==> src/rtl/psd_pkg.sv <==
package psd_pkg;
    typedef enum logic [1:0] {
        ST_IDLE    = 2'd0,
        ST_SWALLOW = 2'd1,
        ST_MAIN    = 2'd2,
        ST_BYPASS  = 2'd3
    } psd_state_e;
endpackage

==> src/rtl/psd_cfg_clamp.sv <==
module psd_cfg_clamp #(
    parameter int M_W = 9,
    parameter int A_W = 4
) (
    input  logic [M_W-1:0] m_raw,
    input  logic [A_W-1:0] a_raw,
    output logic [M_W-1:0] m_eff,
    output logic [A_W-1:0] a_eff,
    output logic           bad
);
    localparam int LIM_W = M_W + 1;

    logic [LIM_W-1:0] raw_limit;
    logic [LIM_W-1:0] eff_limit;
    logic [LIM_W-1:0] a_wide;

    always_comb begin
        a_wide    = LIM_W'(a_raw);
        raw_limit = LIM_W'(m_raw) + LIM_W'(1);
        m_eff     = (m_raw == '0) ? M_W'(1) : m_raw;
        eff_limit = LIM_W'(m_eff) + LIM_W'(1);
        a_eff     = (a_wide > eff_limit) ? eff_limit[A_W-1:0] : a_raw;
        bad       = (m_raw == '0) || (a_wide > raw_limit);
    end
endmodule

==> src/rtl/psd_prescaler.sv <==
module psd_prescaler #(
    parameter int PRE_DIV = 10
) (
    input  logic clk,
    input  logic rst,
    input  logic hold,
    input  logic next_long,
    output logic wrap
);
    localparam int CW = $clog2(PRE_DIV + 1);
    localparam logic [CW-1:0] LOAD_LONG  = CW'(PRE_DIV);
    localparam logic [CW-1:0] LOAD_SHORT = CW'(PRE_DIV - 1);

    logic [CW-1:0] cnt;

    always_ff @(posedge clk) begin
        if (rst || hold) begin
            cnt <= '0;
        end else if (cnt == '0) begin
            cnt <= next_long ? LOAD_LONG : LOAD_SHORT;
        end else begin
            cnt <= cnt - CW'(1);
        end
    end

    assign wrap = (cnt == '0);

    assert_pre_range_R2: assert property (@(posedge clk) disable iff (rst)
        cnt <= LOAD_LONG)
        else $error("prescaler count out of range");

    assert_pre_idle_held_R3: assert property (@(posedge clk) disable iff (rst)
        hold |=> wrap)
        else $error("prescaler toggled while held");
endmodule

==> src/rtl/pulse_swallow_divider.sv <==
module pulse_swallow_divider #(
    parameter int M_W     = 9,
    parameter int A_W     = 4,
    parameter int PRE_DIV = 10
) (
    input  logic           clk,
    input  logic           rst,
    input  logic [M_W-1:0] m_in,
    input  logic [A_W-1:0] a_in,
    input  logic           bypass_in,
    output logic           div_pulse,
    output logic           mod_sel,
    output logic           bad_cfg
);
    import psd_pkg::*;

    localparam int RW        = M_W + 1;
    localparam int MAX_RATIO = PRE_DIV * (2 ** M_W) + (2 ** A_W) - 1;
    localparam int GW        = $clog2(MAX_RATIO + 2) + 1;

    psd_state_e     state, nxt_state;
    logic [RW-1:0]  main_rem;
    logic [A_W-1:0] swal_rem;
    logic [M_W-1:0] m_eff;
    logic [A_W-1:0] a_eff;
    logic           pre_wrap;
    logic           period_end;
    logic           start;

    psd_cfg_clamp #(.M_W(M_W), .A_W(A_W)) i_clamp (
        .m_raw (m_in),
        .a_raw (a_in),
        .m_eff (m_eff),
        .a_eff (a_eff),
        .bad   (bad_cfg)
    );

    psd_prescaler #(.PRE_DIV(PRE_DIV)) i_pre (
        .clk       (clk),
        .rst       (rst),
        .hold      (nxt_state == ST_BYPASS),
        .next_long (nxt_state == ST_SWALLOW),
        .wrap      (pre_wrap)
    );

    // period end: last input cycle of the last main-count step
    always_comb begin
        period_end = 1'b0;
        unique case (state)
            ST_IDLE:    period_end = 1'b0;
            ST_SWALLOW: period_end = (main_rem == RW'(1)) && pre_wrap;
            ST_MAIN:    period_end = (main_rem == RW'(1)) && pre_wrap;
            ST_BYPASS:  period_end = (main_rem == RW'(1));
        endcase
        start = (state == ST_IDLE) || period_end;
    end

    // next-state logic
    always_comb begin
        nxt_state = state;
        if (start) begin
            if (bypass_in)          nxt_state = ST_BYPASS;
            else if (a_eff != '0)   nxt_state = ST_SWALLOW;
            else                    nxt_state = ST_MAIN;
        end else begin
            unique case (state)
                ST_IDLE:    nxt_state = ST_IDLE;
                ST_SWALLOW: nxt_state = (pre_wrap && swal_rem == A_W'(1)) ? ST_MAIN : ST_SWALLOW;
                ST_MAIN:    nxt_state = ST_MAIN;
                ST_BYPASS:  nxt_state = ST_BYPASS;
            endcase
        end
    end

    // state register
    always_ff @(posedge clk) begin
        if (rst) state <= ST_IDLE;
        else     state <= nxt_state;
    end

    // period counters
    always_ff @(posedge clk) begin
        if (rst) begin
            main_rem <= '0;
            swal_rem <= '0;
        end else if (start) begin
            main_rem <= RW'(m_eff) + RW'(1);
            swal_rem <= bypass_in ? '0 : a_eff;
        end else if (state == ST_BYPASS) begin
            main_rem <= main_rem - RW'(1);
        end else if (pre_wrap) begin
            main_rem <= main_rem - RW'(1);
            if (state == ST_SWALLOW) swal_rem <= swal_rem - A_W'(1);
        end
    end

    // outputs
    always_comb begin
        div_pulse = period_end;
        mod_sel   = (state == ST_SWALLOW);
    end

    // checking
    logic [GW-1:0] gap;
    always_ff @(posedge clk) begin
        if (rst)            gap <= '0;
        else if (div_pulse) gap <= GW'(1);
        else                gap <= gap + GW'(1);
    end

    assert_gap_bounded_R1: assert property (@(posedge clk) disable iff (rst)
        gap <= GW'(MAX_RATIO + 1))
        else $error("period longer than maximum ratio");

    assert_pulse_one_cycle_R4: assert property (@(posedge clk) disable iff (rst)
        div_pulse |=> !div_pulse)
        else $error("pulse wider than one cycle");

    assert_bypass_quiet_R3: assert property (@(posedge clk) disable iff (rst)
        (state == ST_BYPASS) |-> (!mod_sel && pre_wrap))
        else $error("prescaler active in bypass");

    assert_modsel_falls_on_wrap_R2: assert property (@(posedge clk) disable iff (rst)
        $fell(mod_sel) |-> $past(pre_wrap))
        else $error("modulus select dropped mid prescaler cycle");

    assert_swallow_nonzero_R6: assert property (@(posedge clk) disable iff (rst)
        (state == ST_SWALLOW) |-> (swal_rem != '0))
        else $error("swallow state with empty count");

    assert_clamp_passthrough_R8: assert property (@(posedge clk) disable iff (rst)
        !bad_cfg |-> (m_eff == m_in && a_eff == a_in))
        else $error("legal setting altered by clamp");
endmodule

==> config.mk <==
export PLATFORM = sky130hd
export DESIGN_NAME = pulse_swallow_divider
export DESIGN_NICKNAME = d
export VERILOG_FILES = /design/src/rtl/psd_pkg.sv /design/src/rtl/psd_cfg_clamp.sv /design/src/rtl/psd_prescaler.sv /design/src/rtl/pulse_swallow_divider.sv
export SDC_FILE = /design/constraint.sdc
export NUM_CORES = 1
export LEC_CHECK = 0
export BUFFER_PORTS_ARGS = -buffer_cell sky130_fd_sc_hd__buf_2
export CAP_MARGIN = 20
export CORE_UTILIZATION = 48
export CTS_BUF_LIST = sky130_fd_sc_hd__clkbuf_16
export CTS_CLUSTER_DIAMETER = 100
export CTS_CLUSTER_SIZE = 14
export DETAILED_ROUTE_END_ITERATION = 6
export GPL_TIMING_DRIVEN = 1
export PLACE_DENSITY = 0.67
export SETUP_SLACK_MARGIN = 0.4
export SYNTH_ARGS = -nofsm -noshare
export SYNTH_HDL_FRONTEND = slang
export SYNTH_SLANG_ARGS = --single-unit
==> constraint.sdc <==
create_clock -name clk -period 10.35 [get_ports clk]
set_clock_uncertainty 0.2 [all_clocks]
set_input_delay 1.035 -clock clk [delete_from_list [all_inputs] [get_ports clk]]
set_output_delay 1.035 -clock clk [all_outputs]
set_load 0.01 [all_outputs]
==> results of run 1 <==
[worst max path at each step]
stage,from,to,slack (ps),cells past startpoint
floorplan,m_in[2],i_pre.cnt[0]$_SDFF_PP0_,5900,15
global placement,m_in[0],i_pre.cnt[0]$_SDFF_PP0_,5690,16
detailed placement,m_in[0],i_pre.cnt[0]$_SDFF_PP0_,5550,16
finish,m_in[0],i_pre.cnt[0]$_SDFF_PP0_,5790,16
global route,m_in[0],i_pre.cnt[0]$_SDFF_PP0_,5560,16
CTS,m_in[0],i_pre.cnt[0]$_SDFF_PP0_,5800,16
[where the power goes]
part	switching [mW]	internal [mW]	total, mW
registers	0.0291	0.108	0.137
clock network	0.0267	0.0513	0.0780
logic	0.159	0.108	0.267
total	0.215	0.268	0.482
[area by class of cell]
class / count / area [um2] / share of cell area (%)
multi-input cells: 177 / 1250 / 63.8
flip-flops and latches: 20 / 400 / 20.4
repair buffers: 18 / 90.1 / 4.59
inverters: 22 / 82.6 / 4.21
clock buffers: 3 / 75.1 / 3.83
well taps: 46 / 57.6 / 2.94
clock inverters: 1 / 3.75 / 0.191
[metrics by stage]
| step | hold slack, ps | util (%) | power (mW) | cells |
|---|---|---|---|---|
| 6_report | 295 | 57.0 | 0.482 | 287 |
| 5_1_grt | 319 | 57.0 | 0.529 | 287 |
| 4_1_cts | 301 | 57.0 | 0.484 | 287 |
| 3_5_place_dp | 292 | 54.7 | 0.404 | 283 |
| 3_3_place_gp | 283 | 54.7 | 0.401 | 283 |
| 2_1_floorplan | 259 | - | 0.345 | 228 |
[cells by family after synthesis]
| family | after synthesis |
|---|---|
| simple gates | 85 |
| compound gates | 55 |
| buf+inv | 31 |
| fa+ha+maj | 20 |
| flops | 20 |
| xor+xnor | 10 |
| mux | 7 |
[state kept, by name, summed over array words and instances (netlist names)]
name / count
main_rem: 10
state: 2
swal_rem: 4
i_pre.cnt: 4
[routing by layer]
layer	global-route usage, %	vias to the layer above
li1	-	862
met1	28.3	757
met2	34.2	22
met3	1.64	2
met4	3.49	0
met5	0	-
[synth_stat cells, types with 3 or more instances]
cell	number	share of area (%)
or4_1	3	1.3
or3_1	6	2.1
o32ai_1	3	1.5
a21oi_1	12	3.4
mux2i_1	5	2.8
xor2_1	4	2.0
nand2_1	14	3.0
a211oi_1	4	1.7
nor3b_1	3	1.3
inv_1	22	4.6
nand3_1	8	2.3
nor3_1	7	2.0
xnor2_1	6	3.0
clkbuf_1	7	1.5
nor4_1	4	1.4
nand4_1	4	1.4
o21ai_0	16	4.5
nor2_1	21	4.4
dfxtp_1	20	23
nor2b_1	3	1.1
ha_1	20	14
a221oi_1	3	1.5
[worst max-delay path, delay by kind of cell]
| family | cells | cell delay (ps) |
|---|---|---|
| AND/OR/NAND/NOR | 4 | 950 |
| adder cells (fa/ha/maj) | 3 | 690 |
| multiplexers | 1 | 300 |
| buffers and inverters | 4 | 400 |
| XOR/XNOR | 1 | 270 |
| AO/OA/AOI/OAI | 3 | 840 |
==> flow_summary.toml, run 1 <==
[timing]
rsz0062_at_grt = "false"
setup_ws_ps = 5790
max_freq_mhz = 219
finalHoldViolCount = 0
setup_tns_ps = 0
finalSetupViolations = 0
relSlewSlack_pct = 32.8
period_share_pct = 44.0
worst_pin_slew_ps = 1000
period_minus_slack_ps = 4560
slew_viol_final = 0

[detailed_routing]
antenna_left = 0
wirelength_um = 3840
m1WireLength_um = 1950
wl_met2_um = 1780
viasPerCell = 5.72
met3_length_um = 94
vias = 1643
wl_per_cell_um = 13.4
highest_layer = "met4"
drtPass1Iterations = 4
drtIter0Drc = 77
drcViolationCount = 0

[final_layout]
fin_area_mm2 = 0.00196
drive_above_1_share_pct = 12.4
layout.nets = 278
layout_common_cells = "inv_1, nor2_1, ha_1, dfxtp_1, buf_2"
antenna_cells = 0
nFillCells = 337
final_common_cell = "inv_1"
area_growth_pct = 10.4

[critical_path]
reg2reg_slack_ps = 7430
timing_worst_setup_path_type = "input port to register"
worstPathArrival_ps = 4490
crit_slowest_cell = "or4b_1"
critPathRequiredTime_ps = 10280
start_kind = "input port"
reg2reg_from = "main_rem[5]$_SDFFE_PP0P_"
worstPathCellList = "buf_2 -> inv_1 -> ha_1 -> or4b_1 -> or2_1 -> and2_1 -> inv_1 -> ha_1 -> xor2_1 -> inv_1 -> ha_1 -> nand2_1 -> o21ai_0 -> o2111ai_2 -> mux2i_4 -> o311a_1"
slowest_delay_ps = 450
cp-end-kind = "register"
reg2regPathDepth = 6
r2r_end = "i_pre.cnt[0]$_SDFF_PP0_"
path_max_fanout = 5

[synth]
ys_ff_latch = 20
synthArstFlopShare_pct = 0
synth_top_family_by_area = "simple AND/OR/NAND/NOR gates"
synth_cell_types = 50
yosys_most_used_dff = "dfxtp_1"
ys_warn_count = 0
syn_nets = 264
synth_compound_area_share_pct = 21.0
syn_inst = 228
synthAdderAreaFrac_pct = 14.1
yosys.area_share.xor_xnor_pct = 4.93
syn_area_per_cell_um2 = 7.79
synth_edf_count = 0
muxShareOfSynthArea_pct = 4.72
seq_area_frac_synth_pct = 22.5
synthSimpleGateAreaFrac_pct = 25.7
synth_area_mm2 = 0.00178

[clock_network]
htree_levels = 1
cts_tree = "done"
clkLatencyLatePin_ps = 250
clk_pin_slew_ps = 60
numCtsBuffers = 3
cts_buffer_depth = 2
post_cts_buffers = 0
clkSinkCount = 20
cts-root-buf = "clkbuf_16"
ctsResizeCount = 0
ctsHoldBuffers = 0

[grt]
grt_pass1_vias = 1515
antenna_found_initial = 0
grt_max_degree = 24
gr-total-overflow = 0
grtUsageTotal_pct = 20.3
grt_pass1_wl_um = 6640

[min_path]
hp-start = "main_rem[8]$_SDFFE_PP0P_"
hold_path_class = "register to register"
hold_path_end = "main_rem[8]$_SDFFE_PP0P_"
min_path_cells = 2

[status]
status = "completed"

[place]
port_buffers = 18
dpl.hpwl_um = 3020
postPlaceCellArea_mm2 = 0.00188
dp_worst_setup_slack_ps = 5550
gp_congestion = 0.832

[pwr]
peakVddDrop_mv = 0.147
power_density_mw_per_mm2 = 246
p_leak_nw = 0.833

[floorplan]
core_mm2 = 0.00344
die_y_um = 62.8
die_w_um = 62.8
start_util_pct = 51.6
die_area_mm2 = 0.00395
rows = 21
boundaryPins = 19

[job]
drv_cap = 0
(Power assumes the default switching activity.)
==> run 2, diff against run 1 <==
--- a/config.mk
+++ b/config.mk
@@ -13,7 +13,7 @@
 export CTS_CLUSTER_SIZE = 14
 export DETAILED_ROUTE_END_ITERATION = 6
 export GPL_TIMING_DRIVEN = 1
-export PLACE_DENSITY = 0.67
+export PLACE_DENSITY = 0.7
 export SETUP_SLACK_MARGIN = 0.4
 export SYNTH_ARGS = -nofsm -noshare
 export SYNTH_HDL_FRONTEND = slang
==> constraint.sdc (replaced) <==
create_clock -name clk -period 3.86 [get_ports clk]
set_clock_uncertainty 0.2 [all_clocks]
set_input_delay 0.386 -clock clk [delete_from_list [all_inputs] [get_ports clk]]
set_output_delay 0.386 -clock clk [all_outputs]
set_load 0.01 [all_outputs]
==> run 2 against run 1 <==
Sequential share of layout area is 1.5 points lower. Sequential power rose to 2.7 times the previous value. Clock power grew to 3.7 times the previous value. Clock-buffer cell count stayed put. Core utilization increased by 4.5 points. Non-clock buffer count grew 4.
==> flow_summary.toml, run 2 (synthesis results as in run 1) <==
[grt]
grtUsageTotal_pct = 22.5
gr-total-overflow = 0
grt_max_degree = 24
grt_pass1_wl_um = 7180
antenna_found_initial = 0
grt_pass1_vias = 1589

[final_layout]
drive_above_1_share_pct = 19.6
layout_common_cells = "nor2_1, dfxtp_1, inv_1, buf_2, ha_1"
area_growth_pct = 19.1
final_common_cell = "nor2_1"
antenna_cells = 0
largest_reg_flops = 10
layout.nets = 282
fin_util_pct = 61.5
top_regs = "main_rem x10, i_pre.cnt x4, swal_rem x4"
fin_area_mm2 = 0.00212
regMostFlops = "main_rem"
nFillCells = 316

[timing]
setup_ws_ps = 515
slew_viol_final = 0
period_minus_slack_ps = 3340
finalHoldViolCount = 0
max_freq_mhz = 299
worst_pin_slew_ps = 963
relSlewSlack_pct = 35.3
setup_tns_ps = 0
rsz0062_at_grt = "true"
finalSetupViolations = 0
period_share_pct = 86.7

[place]
port_buffers = 18
postPlaceCellArea_mm2 = 0.00198
gp_congestion = 0.882
dp_worst_setup_slack_ps = 216
dpl.hpwl_um = 3130

[detailed_routing]
wl_per_cell_um = 14.1
drcViolationCount = 0
drtPass1Iterations = 4
vias = 1688
antenna_left = 0
viasPerCell = 5.80
drtIter0Drc = 74
wirelength_um = 4100

[floorplan]
start_util_pct = 51.6
core_mm2 = 0.00344
boundaryPins = 19
die_w_um = 62.8
die_area_mm2 = 0.00395
die_y_um = 62.8
rows = 21

[critical_path]
start_kind = "input port"
worstPathArrival_ps = 3280
path_max_fanout = 5
critPathRequiredTime_ps = 3800
cp-end-kind = "register"
timing_worst_setup_path_type = "input port to register"

[pwr]
p_leak_nw = 0.868
power_mw = 1.41
power_density_mw_per_mm2 = 669
peakVddDrop_mv = 0.408

[job]
drv_cap = 0

[clock_network]
numCtsBuffers = 3
clk_pin_slew_ps = 50
htree_levels = 1
ctsHoldBuffers = 0
cts_tree = "done"
clkLatencyLatePin_ps = 250
cts-root-buf = "clkbuf_16"
cts_buffer_depth = 2
clkSinkCount = 20

[min_path]
hold_path_class = "input port to register"

[status]
status = "completed"
==> run 2: layout make-up <==
cell class	count	area (um2)	share of cell area (%)
Clock buffer	3	75.1	3.55
Clock inverter	1	30.0	1.42
Inverter	22	87.6	4.14
Multi-Input combinational cell	177	1350	63.6
Sequential cell	20	400	18.9
Tap cell	46	57.6	2.72
Timing Repair Buffer	22	120	5.68
==> run 2: where the power goes <==
| part | leakage [nW] | total [mW] | internal, mW | switching (mW) |
|---|---|---|---|---|
| registers | 0.166 | 0.367 | 0.290 | 0.0772 |
| logic | 0.652 | 0.763 | 0.317 | 0.446 |
| clock network | 0.0511 | 0.285 | 0.206 | 0.0791 |
==> run 2: path summary, 6_finish.rpt <==
check                           startpoint  cells past startpoint  slack, ps                        to
hold / removal                   bypass_in                      2        210       state[1]$_SDFF_PP0_
hold reg to reg   main_rem[8]$_SDFFE_PP0P_                      2        280  main_rem[8]$_SDFFE_PP0P_
setup / recovery                   m_in[0]                     16        520   i_pre.cnt[0]$_SDFF_PP0_
setup reg to reg       state[0]$_SDFF_PP0_                      8        890   i_pre.cnt[0]$_SDFF_PP0_
==> run 2: routing by layer <==
metal	wire [um]	GRT usage, %	part of all wire [%]	up-vias
li1	-	-	-	867
met1	1970	30.2	48	785
met2	1990	37.6	49	34
met3	134	3.10	3.3	2
met4	10	5.52	0.24	0
met5	0	0	0	-
==> run 2: critical path: stages <==
cell and delay [ps]:
buf_2 140, inv_4 70, ha_4 110, or4b_1 450, or2_1 230, and2_2 220
inv_2 70, ha_4 160, xor2_4 170, inv_2 70, ha_4 270, nand2_2 60
o21ai_4 150, o2111ai_4 150, mux2i_4 240, o311a_1 340
==> run 2: repair_timing <==
| item | CTS | global route |
|---|---|---|
| setup buffers | 0 | 1 |
| setup endpoints to repair | 0 | 7 |
| gates resized for setup | 0 | 4 |
==> run 2: stage by stage <==
stage | cells | hold WS, ps
floorplan | 228 | 259
global placement | 286 | 286
detailed placement | 286 | 282
CTS | 290 | 203
global route | 291 | 208
finish | 291 | 212
==> run 3, diff against run 2 <==
--- a/config.mk
+++ b/config.mk
@@ -9,11 +9,11 @@
 export CAP_MARGIN = 20
 export CORE_UTILIZATION = 48
 export CTS_BUF_LIST = sky130_fd_sc_hd__clkbuf_16
-export CTS_CLUSTER_DIAMETER = 100
 export CTS_CLUSTER_SIZE = 14
 export DETAILED_ROUTE_END_ITERATION = 6
 export GPL_TIMING_DRIVEN = 1
 export PLACE_DENSITY = 0.7
+export REMOVE_ABC_BUFFERS = 1
 export SETUP_SLACK_MARGIN = 0.4
 export SYNTH_ARGS = -nofsm -noshare
 export SYNTH_HDL_FRONTEND = slang
==> run 3 against run 2 <==
Core utilization decreased by 1.3 points. Setup slack better by 26 ps. Sequential power rose by 1%. Routed wire length decreased by 4.8%. Critical path type unchanged. Critical path depth is 3 lower. Global-route usage is 1.4 points lower. Non-clock buffer count up 4. Clock-buffer cell count stayed put. Die area unchanged. Power decreased by 6.3%. Combinational power decreased by 3.3%.
==> flow_summary.toml, run 3 (synthesis results as in run 1) <==
[clock_network]
ctsHoldBuffers = 0
cts_tree = "done"
cts_buffer_depth = 2
numCtsBuffers = 3
cts-root-buf = "clkbuf_16"
clkLatencyLatePin_ps = 250
clkSinkCount = 20
htree_levels = 1
clk_pin_slew_ps = 60

[final_layout]
area_growth_pct = 16.5
regMostFlops = "main_rem"
final_common_cell = "nor2_1"
largest_reg_flops = 10
fin_area_mm2 = 0.00207
layout_common_cells = "nor2_1, dfxtp_1, inv_1"
drive_above_1_share_pct = 19.3
layout.nets = 286
antenna_cells = 0
fin_util_pct = 60.2
top_regs = "main_rem x10, i_pre.cnt x4, swal_rem x4"
nFillCells = 324

[critical_path]
cp-end-kind = "register"
critPathCapture = "i_pre.cnt[0]$_SDFF_PP0_"
startpoint = "m_in[0]"
r2r_end = "i_pre.cnt[1]$_SDFF_PP0_"
reg2regPathDepth = 7
critPathRequiredTime_ps = 3800
reg2reg_from = "i_pre.cnt[0]$_SDFF_PP0_"
reg2reg_slack_ps = 1190
timing_worst_setup_path_type = "input port to register"
start_kind = "input port"
path_max_fanout = 5
worstPathArrival_ps = 3250

[timing]
max_freq_mhz = 301
setup_tns_ps = 0
worst_pin_slew_ps = 924
finalHoldViolCount = 0
rsz0062_at_grt = "false"
finalSetupViolations = 0
relSlewSlack_pct = 37.9
period_minus_slack_ps = 3320
slew_viol_final = 0
period_share_pct = 86.0

[status]
status = "completed"

[grt]
grt_pass1_vias = 1569
grtUsageTotal_pct = 21.1
gr-total-overflow = 0
grt_pass1_wl_um = 6770
grt_max_degree = 21
antenna_found_initial = 0

[pwr]
peakVddDrop_mv = 0.221
power_density_mw_per_mm2 = 640
p_leak_nw = 0.875
power_mw = 1.33

[min_path]
hold_path_class = "input port to register"

[floorplan]
start_util_pct = 51.6
boundaryPins = 19
die_area_mm2 = 0.00395
core_mm2 = 0.00344
die_y_um = 62.8
rows = 21
die_w_um = 62.8

[place]
postPlaceCellArea_mm2 = 0.00193
dpl.hpwl_um = 2900
gp_congestion = 0.812
port_buffers = 18

[detailed_routing]
wirelength_um = 3910
drtPass1Iterations = 4
vias = 1697
drtIter0Drc = 83
wl_per_cell_um = 13.2
drcViolationCount = 0
viasPerCell = 5.75
antenna_left = 0

[job]
drv_cap = 0
run 3: per-stage QoR:
stage          setup slack [ps]  std cells  hold WS [ps]
6_report                    542        295           198
5_1_grt                     401        295           207
4_1_cts                     439        295           194
3_5_place_dp                124        290           288
3_3_place_gp                195        290           278
2_1_floorplan               135        219           250
run 3: power by group:
part	total, mW	switching (mW)	internal, mW
Combinational	0.738	0.426	0.313
Clock	0.216	0.0782	0.138
Sequential	0.371	0.0809	0.290
Total	1.33	0.585	0.740
run 3: how the worst min path moves through the flow:
stage / start / end / slack, ps / cells past startpoint
after global placement: main_rem[8]$_SDFFE_PP0P_ / main_rem[8]$_SDFFE_PP0P_ / 280 / 2
after detailed placement: main_rem[8]$_SDFFE_PP0P_ / main_rem[8]$_SDFFE_PP0P_ / 290 / 2
after floorplan: main_rem[8]$_SDFFE_PP0P_ / main_rem[8]$_SDFFE_PP0P_ / 250 / 2
after global routing: bypass_in / state[1]$_SDFF_PP0_ / 210 / 2
final: bypass_in / state[1]$_SDFF_PP0_ / 200 / 2
after CTS: bypass_in / state[1]$_SDFF_PP0_ / 190 / 2
run 3: cell type report:
class,instances,area (um2),area share (%)
clock inverters,1,3.75,0.181
clock buffers,3,75.1,3.63
inverters,22,82.6,3.99
well taps,46,57.6,2.78
flip-flops and latches,20,400,19.3
repair buffers,26,150,7.25
multi-input cells,177,1300,62.8
run 3: what timing repair did:
action,in CTS,in global routing
resized for setup,2,10
pin swaps,3,5
setup buffers,1,0
setup endpoints to repair,1,8
run 3: critical path, stage by stage:
cell and delay, ps:
buf_2 130, inv_2 70, ha_1 130, or4b_4 450
or2_1 230, and2_2 210, ha_4 280, inv_1 40
ha_1 300, a41oi_2 200, o2111ai_2 190, mux2i_4 250
o311a_1 370
run 3: layer usage:
| layer | wire length, um | GRT usage [%] | vias up |
|---|---|---|---|
| met5 | 0 | 0 | - |
| met4 | 34 | 7.27 | 0 |
| met3 | 88 | 2.37 | 2 |
| met2 | 1800 | 35.2 | 34 |
| met1 | 1980 | 28.0 | 785 |
| li1 | - | - | 876 |
